==> config.mk <==
export PLATFORM = sky130hd
export DESIGN_NAME = long_tap_divider
export DESIGN_NICKNAME = d
export VERILOG_FILES = /design/src/rtl/ltd_pkg.sv /design/src/rtl/ltd_rst_sync.sv /design/src/rtl/ltd_section.sv /design/src/rtl/ltd_carry_ctrl.sv /design/src/rtl/ltd_tap_pick.sv /design/src/rtl/long_tap_divider.sv
export SDC_FILE = /design/constraint.sdc
export NUM_CORES = 1
export LEC_CHECK = 0
export ABC_AREA = 1
export BUFFER_PORTS_ARGS = -buffer_cell sky130_fd_sc_hd__buf_2
export CORE_UTILIZATION = 58
export CTS_CLUSTER_DIAMETER = 100
export DETAILED_ROUTE_END_ITERATION = 10
export GPL_TIMING_DRIVEN = 0
export PLACE_DENSITY = 0.87
export SETUP_SLACK_MARGIN = 0.4
export SYNTH_ARGS = -nofsm -noshare
export SYNTH_HDL_FRONTEND = slang
export SYNTH_HIERARCHICAL = 1
export SYNTH_SLANG_ARGS = --single-unit
==> constraint.sdc <==
create_clock -name clk_in -period 1.4 [get_ports clk_in]
set_input_delay 0.42 -clock clk_in [delete_from_list [all_inputs] [get_ports clk_in]]
set_output_delay 0.42 -clock clk_in [all_outputs]
set_load 0.05 [all_outputs]
==> src/rtl/ltd_pkg.sv <==
package ltd_pkg;

   // Chain configuration selected by test_sel
   typedef enum logic {
      CHAIN_SERIAL   = 1'b0,
      CHAIN_PARALLEL = 1'b1
   } chain_mode_e;

   // Number of tap bits for a chain of total stages with lowest visible stage lo (1-based)
   function automatic int tap_width(input int total, input int lo);
      return total - lo + 1;
   endfunction

endpackage

==> src/rtl/ltd_rst_sync.sv <==
// Reset release synchronizer on the falling edge of the input clock.
module ltd_rst_sync #(
   parameter int SYNC_STAGES = 2
) (
   input  logic clk_in,
   input  logic rst_async,
   output logic rst_n
);

   logic [SYNC_STAGES-1:0] shreg;

   generate
      if (SYNC_STAGES < 2) begin : g_bad_depth
         $error("ltd_rst_sync: SYNC_STAGES must be at least 2");
      end
   endgenerate

   always_ff @(negedge clk_in or posedge rst_async) begin
      if (rst_async) begin
         shreg <= '0;
      end else begin
         shreg <= {shreg[SYNC_STAGES-2:0], 1'b1};
      end
   end

   assign rst_n = shreg[SYNC_STAGES-1];

endmodule

==> src/rtl/ltd_section.sv <==
// One section of the divider chain: a W-bit counter with a step enable.
module ltd_section #(
   parameter int W = 8
) (
   input  logic         clk_in,
   input  logic         rst_n,
   input  logic         step,
   output logic [W-1:0] cnt,
   output logic         full
);

   localparam logic [W-1:0] ONE = {{(W-1){1'b0}}, 1'b1};

   generate
      if (W < 1) begin : g_bad_width
         $error("ltd_section: W must be positive");
      end
   endgenerate

   always_ff @(negedge clk_in or negedge rst_n) begin
      if (!rst_n) begin
         cnt <= '0;
      end else if (step) begin
         cnt <= cnt + ONE;
      end
   end

   assign full = &cnt;

endmodule

==> src/rtl/ltd_carry_ctrl.sv <==
// Step enables for each section: chained carries in serial mode, all high in parallel mode.
module ltd_carry_ctrl
   import ltd_pkg::*;
#(
   parameter int SEG_N = 3
) (
   input  chain_mode_e      mode,
   input  logic [SEG_N-1:0] full,
   output logic [SEG_N-1:0] step
);

   generate
      if (SEG_N < 1) begin : g_bad_count
         $error("ltd_carry_ctrl: SEG_N must be positive");
      end
   endgenerate

   assign step[0] = 1'b1;

   generate
      for (genvar i = 1; i < SEG_N; i++) begin : g_chain
         assign step[i] = (mode == CHAIN_PARALLEL) ? 1'b1 : (step[i-1] & full[i-1]);
      end
   endgenerate

   // full of the top section is not needed for any enable
   logic unused_top_full;
   assign unused_top_full = full[SEG_N-1];

endmodule

==> src/rtl/ltd_tap_pick.sv <==
// Brings out stages TAP_LO..TOTAL (1-based) of the flattened count.
module ltd_tap_pick #(
   parameter int TOTAL  = 24,
   parameter int TAP_LO = 18,
   parameter int TAP_W  = TOTAL - TAP_LO + 1
) (
   input  logic [TOTAL-1:0] cnt,
   output logic [TAP_W-1:0] tap
);

   generate
      if (TAP_LO < 1 || TAP_LO > TOTAL) begin : g_bad_tap
         $error("ltd_tap_pick: TAP_LO out of range");
      end
      if (TAP_W != TOTAL - TAP_LO + 1) begin : g_bad_tap_w
         $error("ltd_tap_pick: TAP_W inconsistent with TOTAL and TAP_LO");
      end
   endgenerate

   generate
      for (genvar k = 0; k < TAP_W; k++) begin : g_tap
         assign tap[k] = cnt[TAP_LO - 1 + k];
      end
      if (TAP_LO > 1) begin : g_hidden
         logic [TAP_LO-2:0] unused_low;
         assign unused_low = cnt[TAP_LO-2:0];
      end
   endgenerate

endmodule

==> src/rtl/long_tap_divider.sv <==
// Long binary divider: SEG_N sections of SEG_W stages, top stages tapped.
module long_tap_divider
   import ltd_pkg::*;
#(
   parameter int SEG_W       = 8,
   parameter int SEG_N       = 3,
   parameter int TAP_LO      = 18,
   parameter int SYNC_STAGES = 2,
   localparam int TOTAL      = SEG_W * SEG_N,
   localparam int TAP_W      = TOTAL - TAP_LO + 1
) (
   input  logic             clk_in,
   input  logic             rst_async,
   input  logic             test_sel,
   output logic             osc_en,
   output logic [TAP_W-1:0] tap
);

   generate
      if (SEG_W < 1 || SEG_N < 1) begin : g_bad_geom
         $error("long_tap_divider: SEG_W and SEG_N must be positive");
      end
      if (TAP_LO < 1 || TAP_LO > TOTAL) begin : g_bad_tap
         $error("long_tap_divider: TAP_LO must lie within the chain");
      end
      if (TAP_W != tap_width(TOTAL, TAP_LO)) begin : g_bad_tapw
         $error("long_tap_divider: tap width mismatch");
      end
   endgenerate

   logic             rst_n;
   chain_mode_e      mode;
   logic [SEG_N-1:0] full;
   logic [SEG_N-1:0] step;
   logic [TOTAL-1:0] cnt_all;

   assign mode = test_sel ? CHAIN_PARALLEL : CHAIN_SERIAL;

   ltd_rst_sync #(
      .SYNC_STAGES(SYNC_STAGES)
   ) u_rst (
      .clk_in   (clk_in),
      .rst_async(rst_async),
      .rst_n    (rst_n)
   );

   ltd_carry_ctrl #(
      .SEG_N(SEG_N)
   ) u_carry (
      .mode(mode),
      .full(full),
      .step(step)
   );

   generate
      for (genvar i = 0; i < SEG_N; i++) begin : g_sec
         ltd_section #(
            .W(SEG_W)
         ) u_sec (
            .clk_in(clk_in),
            .rst_n (rst_n),
            .step  (step[i]),
            .cnt   (cnt_all[i*SEG_W +: SEG_W]),
            .full  (full[i])
         );
      end
   endgenerate

   ltd_tap_pick #(
      .TOTAL (TOTAL),
      .TAP_LO(TAP_LO),
      .TAP_W (TAP_W)
   ) u_tap (
      .cnt(cnt_all),
      .tap(tap)
   );

   assign osc_en = rst_n;

endmodule

# Word level (Yosys, flattened, before mapping)
# Cells that the tools add are included.
[word_totals] regBits=26 in_bits=3 out_inout_bits=8 wordCells=13
[op_classes] n_addsub=3 muxes=3 bitwise_logic=1 n_reduce_logical=2
[ops] operator="$add 8x1->8 const B" count=3
[ops] operator="$reduce_and 8->1" count=2
[ops] operator="$mux 1" count=3
[ops] operator="$and 1x1->1" count=1

# Logic depth before layout (Yosys ltp)
[logic_depth] depth_word=4 ltp_mapped=11 ltp_nobuf=11

# Modules after synthesis
# The synthesis kept the hierarchy.
[by_module_without_submodules] mod="ltd_section at g_sec[0].u_sec ..." instances=2 cells_each=47 area_per_inst_um2=410.4 seq_area_each_um2=200.2
[by_module_without_submodules] mod="ltd_section at g_sec[2].u_sec" instances=1 cells_each=48 area_per_inst_um2=411.6 seq_area_each_um2=200.2
[by_module_without_submodules] mod="ltd_rst_sync" instances=1 cells_each=4 area_per_inst_um2=57.6 seq_area_each_um2=50.0
[by_module_without_submodules] mod="ltd_tap_pick" instances=1 cells_each=7 area_per_inst_um2=52.6 seq_area_each_um2=0.0
[by_module_without_submodules] mod="ltd_carry_ctrl" instances=1 cells_each=7 area_per_inst_um2=30.0 seq_area_each_um2=0.0

==> flow_metrics.tcl <==
set metrics [dict create \
    endpoint "tap[2]" \
    htree_num_levels 1 \
    cts_tree "built" \
    power_frac_seq_pct 29.7 \
    failed_checks "negative setup slack" \
    pwr_density_cell_mw_per_mm2 2270 \
    cp_data_required_time_ns 0.98 \
    avgSynthCellArea_um2 8.62 \
    final_util_pct 97.2 \
    io_buffers 10 \
    clock_skew_ns 0.00280 \
    maxCapViolations 0 \
    grtUsageMet3_pct 5.45 \
    grt_pass1_vias 1255 \
    p_switching_mw 2.24 \
    grt_usage_pct 31.6 \
    sw_frac_of_total_pct 45.9 \
    ant_nets 0 \
    cts_buffers 3 \
    p_comb_share_pct 63.5 \
    cellLeakagePower_nw 1.07 \
    pre_cts_slack_ns -1.21 \
    finalMaxSlewViolations 0 \
    use_met2_pct 54.7 \
    seq_area_um2 651 \
    clockRootBuffer "clkbuf_4" \
    reg2reg_setup_slack_ns -0.47 \
    power.internal_mw 2.64 \
    path_max_fanout 2 \
    grt_max_degree 14 \
    routed_via_density 6.51 \
    dp_hpwl_mm 1.60 \
    die_w_um 50.5 \
    rows 17 \
    drt-pass1-iter-count 7 \
    multiInputGateArea_um2 803 \
    status "complete, but fails checks" \
    end_kind "output port" \
    n_fill_cell 37 \
    core_mm2 0.00221 \
    initial_utilization_pct 61.6 \
    power_frac_clock_pct 6.8 \
    start_kind "register" \
    min_path_type "register to asynchronous set/reset pin" \
    diodes 0 \
    use_met1_pct 38.9 \
    die-area_mm2 0.00255 \
    hold_ws_ns 0.289 \
    remaining_drc_errors 0 \
    r2r_cells 10 \
    gp_congestion 0.766 \
    synth_area_mm2 0.00136 \
    clkLatencyLatePin_ns 0.32 \
    layout.cells.most_common "nand2_1" \
    wl_mm 5.77 \
    syn_to_final_growth_pct 57.9 \
    drive_gt1_share_pct 52.2 \
    fin_cells 233 \
    clock_path_buffers 2 \
    grt_pass1_wl_mm 5.77 \
    r2r_end "g_sec[2].u_sec/cnt[5]" \
    total_power_mw 4.87 \
    die_y_um 50.5 \
    synthesis.nets 164 \
    cp.arrival_ns 1.76 \
    overflow 0 \
    ctsHoldBuffers 0 \
    busiest_layer "met2" \
    io_pins 11 \
    rsz0062_at_grt "yes" \
    clock-sinks 26 \
    wire_per_inst_um 24.8 \
    tns_ns -11.61 \
    hold_viol 0 \
    setup_violations 26 \
    final_cell_area_mm2 0.00215 \
    drtIter0Drc 104 \
    final_nets 213 \
    cp-startpoint "g_sec[2].u_sec/cnt[3]" \
    layout_common_cells "33 x nand2_1, 26 x dfrtn_1, 22 x buf_4" \
    r2r-start "g_sec[1].u_sec/cnt[0]" \
    place_inst 196 \
    synth_cells 158 \
    postPlaceCellArea_mm2 0.00158 \
    via_count 1516 \
    clk_pin_slew_ns 0.09 \
    antenna_found_initial 0 \
    crit_type "register to output port" \
    peakVddDrop_mv 1.95 \
    setup_slack_ns -0.777 \
    synth_warnings 6 \
]
==> worst max-delay path, cell delays in order (launching register included) <==
cell and delay (ns):
dfrtn_1 0.48, buf_6 0.12, buf_8 0.13
==> area by class of cell <==
cell class | count | share of cell area (%)
Buffer | 8 | 4.01
Clock buffer | 3 | 1.05
Inverter | 23 | 5.00
Multi-Input combinational cell | 101 | 37.3
Sequential cell | 26 | 30.3
Tap cell | 28 | 1.63
Timing Repair Buffer | 44 | 20.7
==> metal layers <==
layer	up-vias	part of all wire, %
li1	560	-
met1	700	31
met2	177	45
met3	79	13
met4	0	12
met5	-	0
==> power groups by stage <==
| stage | clock network [mW] | registers [mW] | logic [mW] |
|---|---|---|---|
| floorplan | 0 | 1.39 | 1.32 |
| global placement | 0 | 1.43 | 1.46 |
| detailed placement | 0 | 1.46 | 1.53 |
| CTS | 0.326 | 1.35 | 2.29 |
| global route | 0.365 | 1.46 | 3.16 |
| finish | 0.331 | 1.45 | 3.10 |
==> state kept, by name, indices dropped and copies added, names as in the netlist <==
register	flops
g_sec.u_sec/cnt	24
u_rst/shreg	2
==> how the worst min path moves through the flow <==
stage	from	end	slack, ns	cells after the start
finish	u_rst/shreg[1]	g_sec[1].u_sec/cnt[0]	0.29	1
global route	u_rst/shreg[1]	g_sec[1].u_sec/cnt[3]	0.28	1
CTS	u_rst/shreg[1]	g_sec[2].u_sec/cnt[6]	0.24	1
detailed placement	u_rst/shreg[0]	u_rst/shreg[1]	0.31	0
global placement	u_rst/shreg[0]	u_rst/shreg[1]	0.30	0
floorplan	u_rst/shreg[0]	u_rst/shreg[1]	0.29	0
==> repair_timing <==
action / CTS / global route
buffers inserted: 19 / 15
gates resized for setup: 44 / 29
endpoints found under the hold margin: 0 / 0
pin swaps: 13 / 10
endpoints found under the setup margin: 54 / 32
Note: power is estimated with default switching activity, not from simulation.
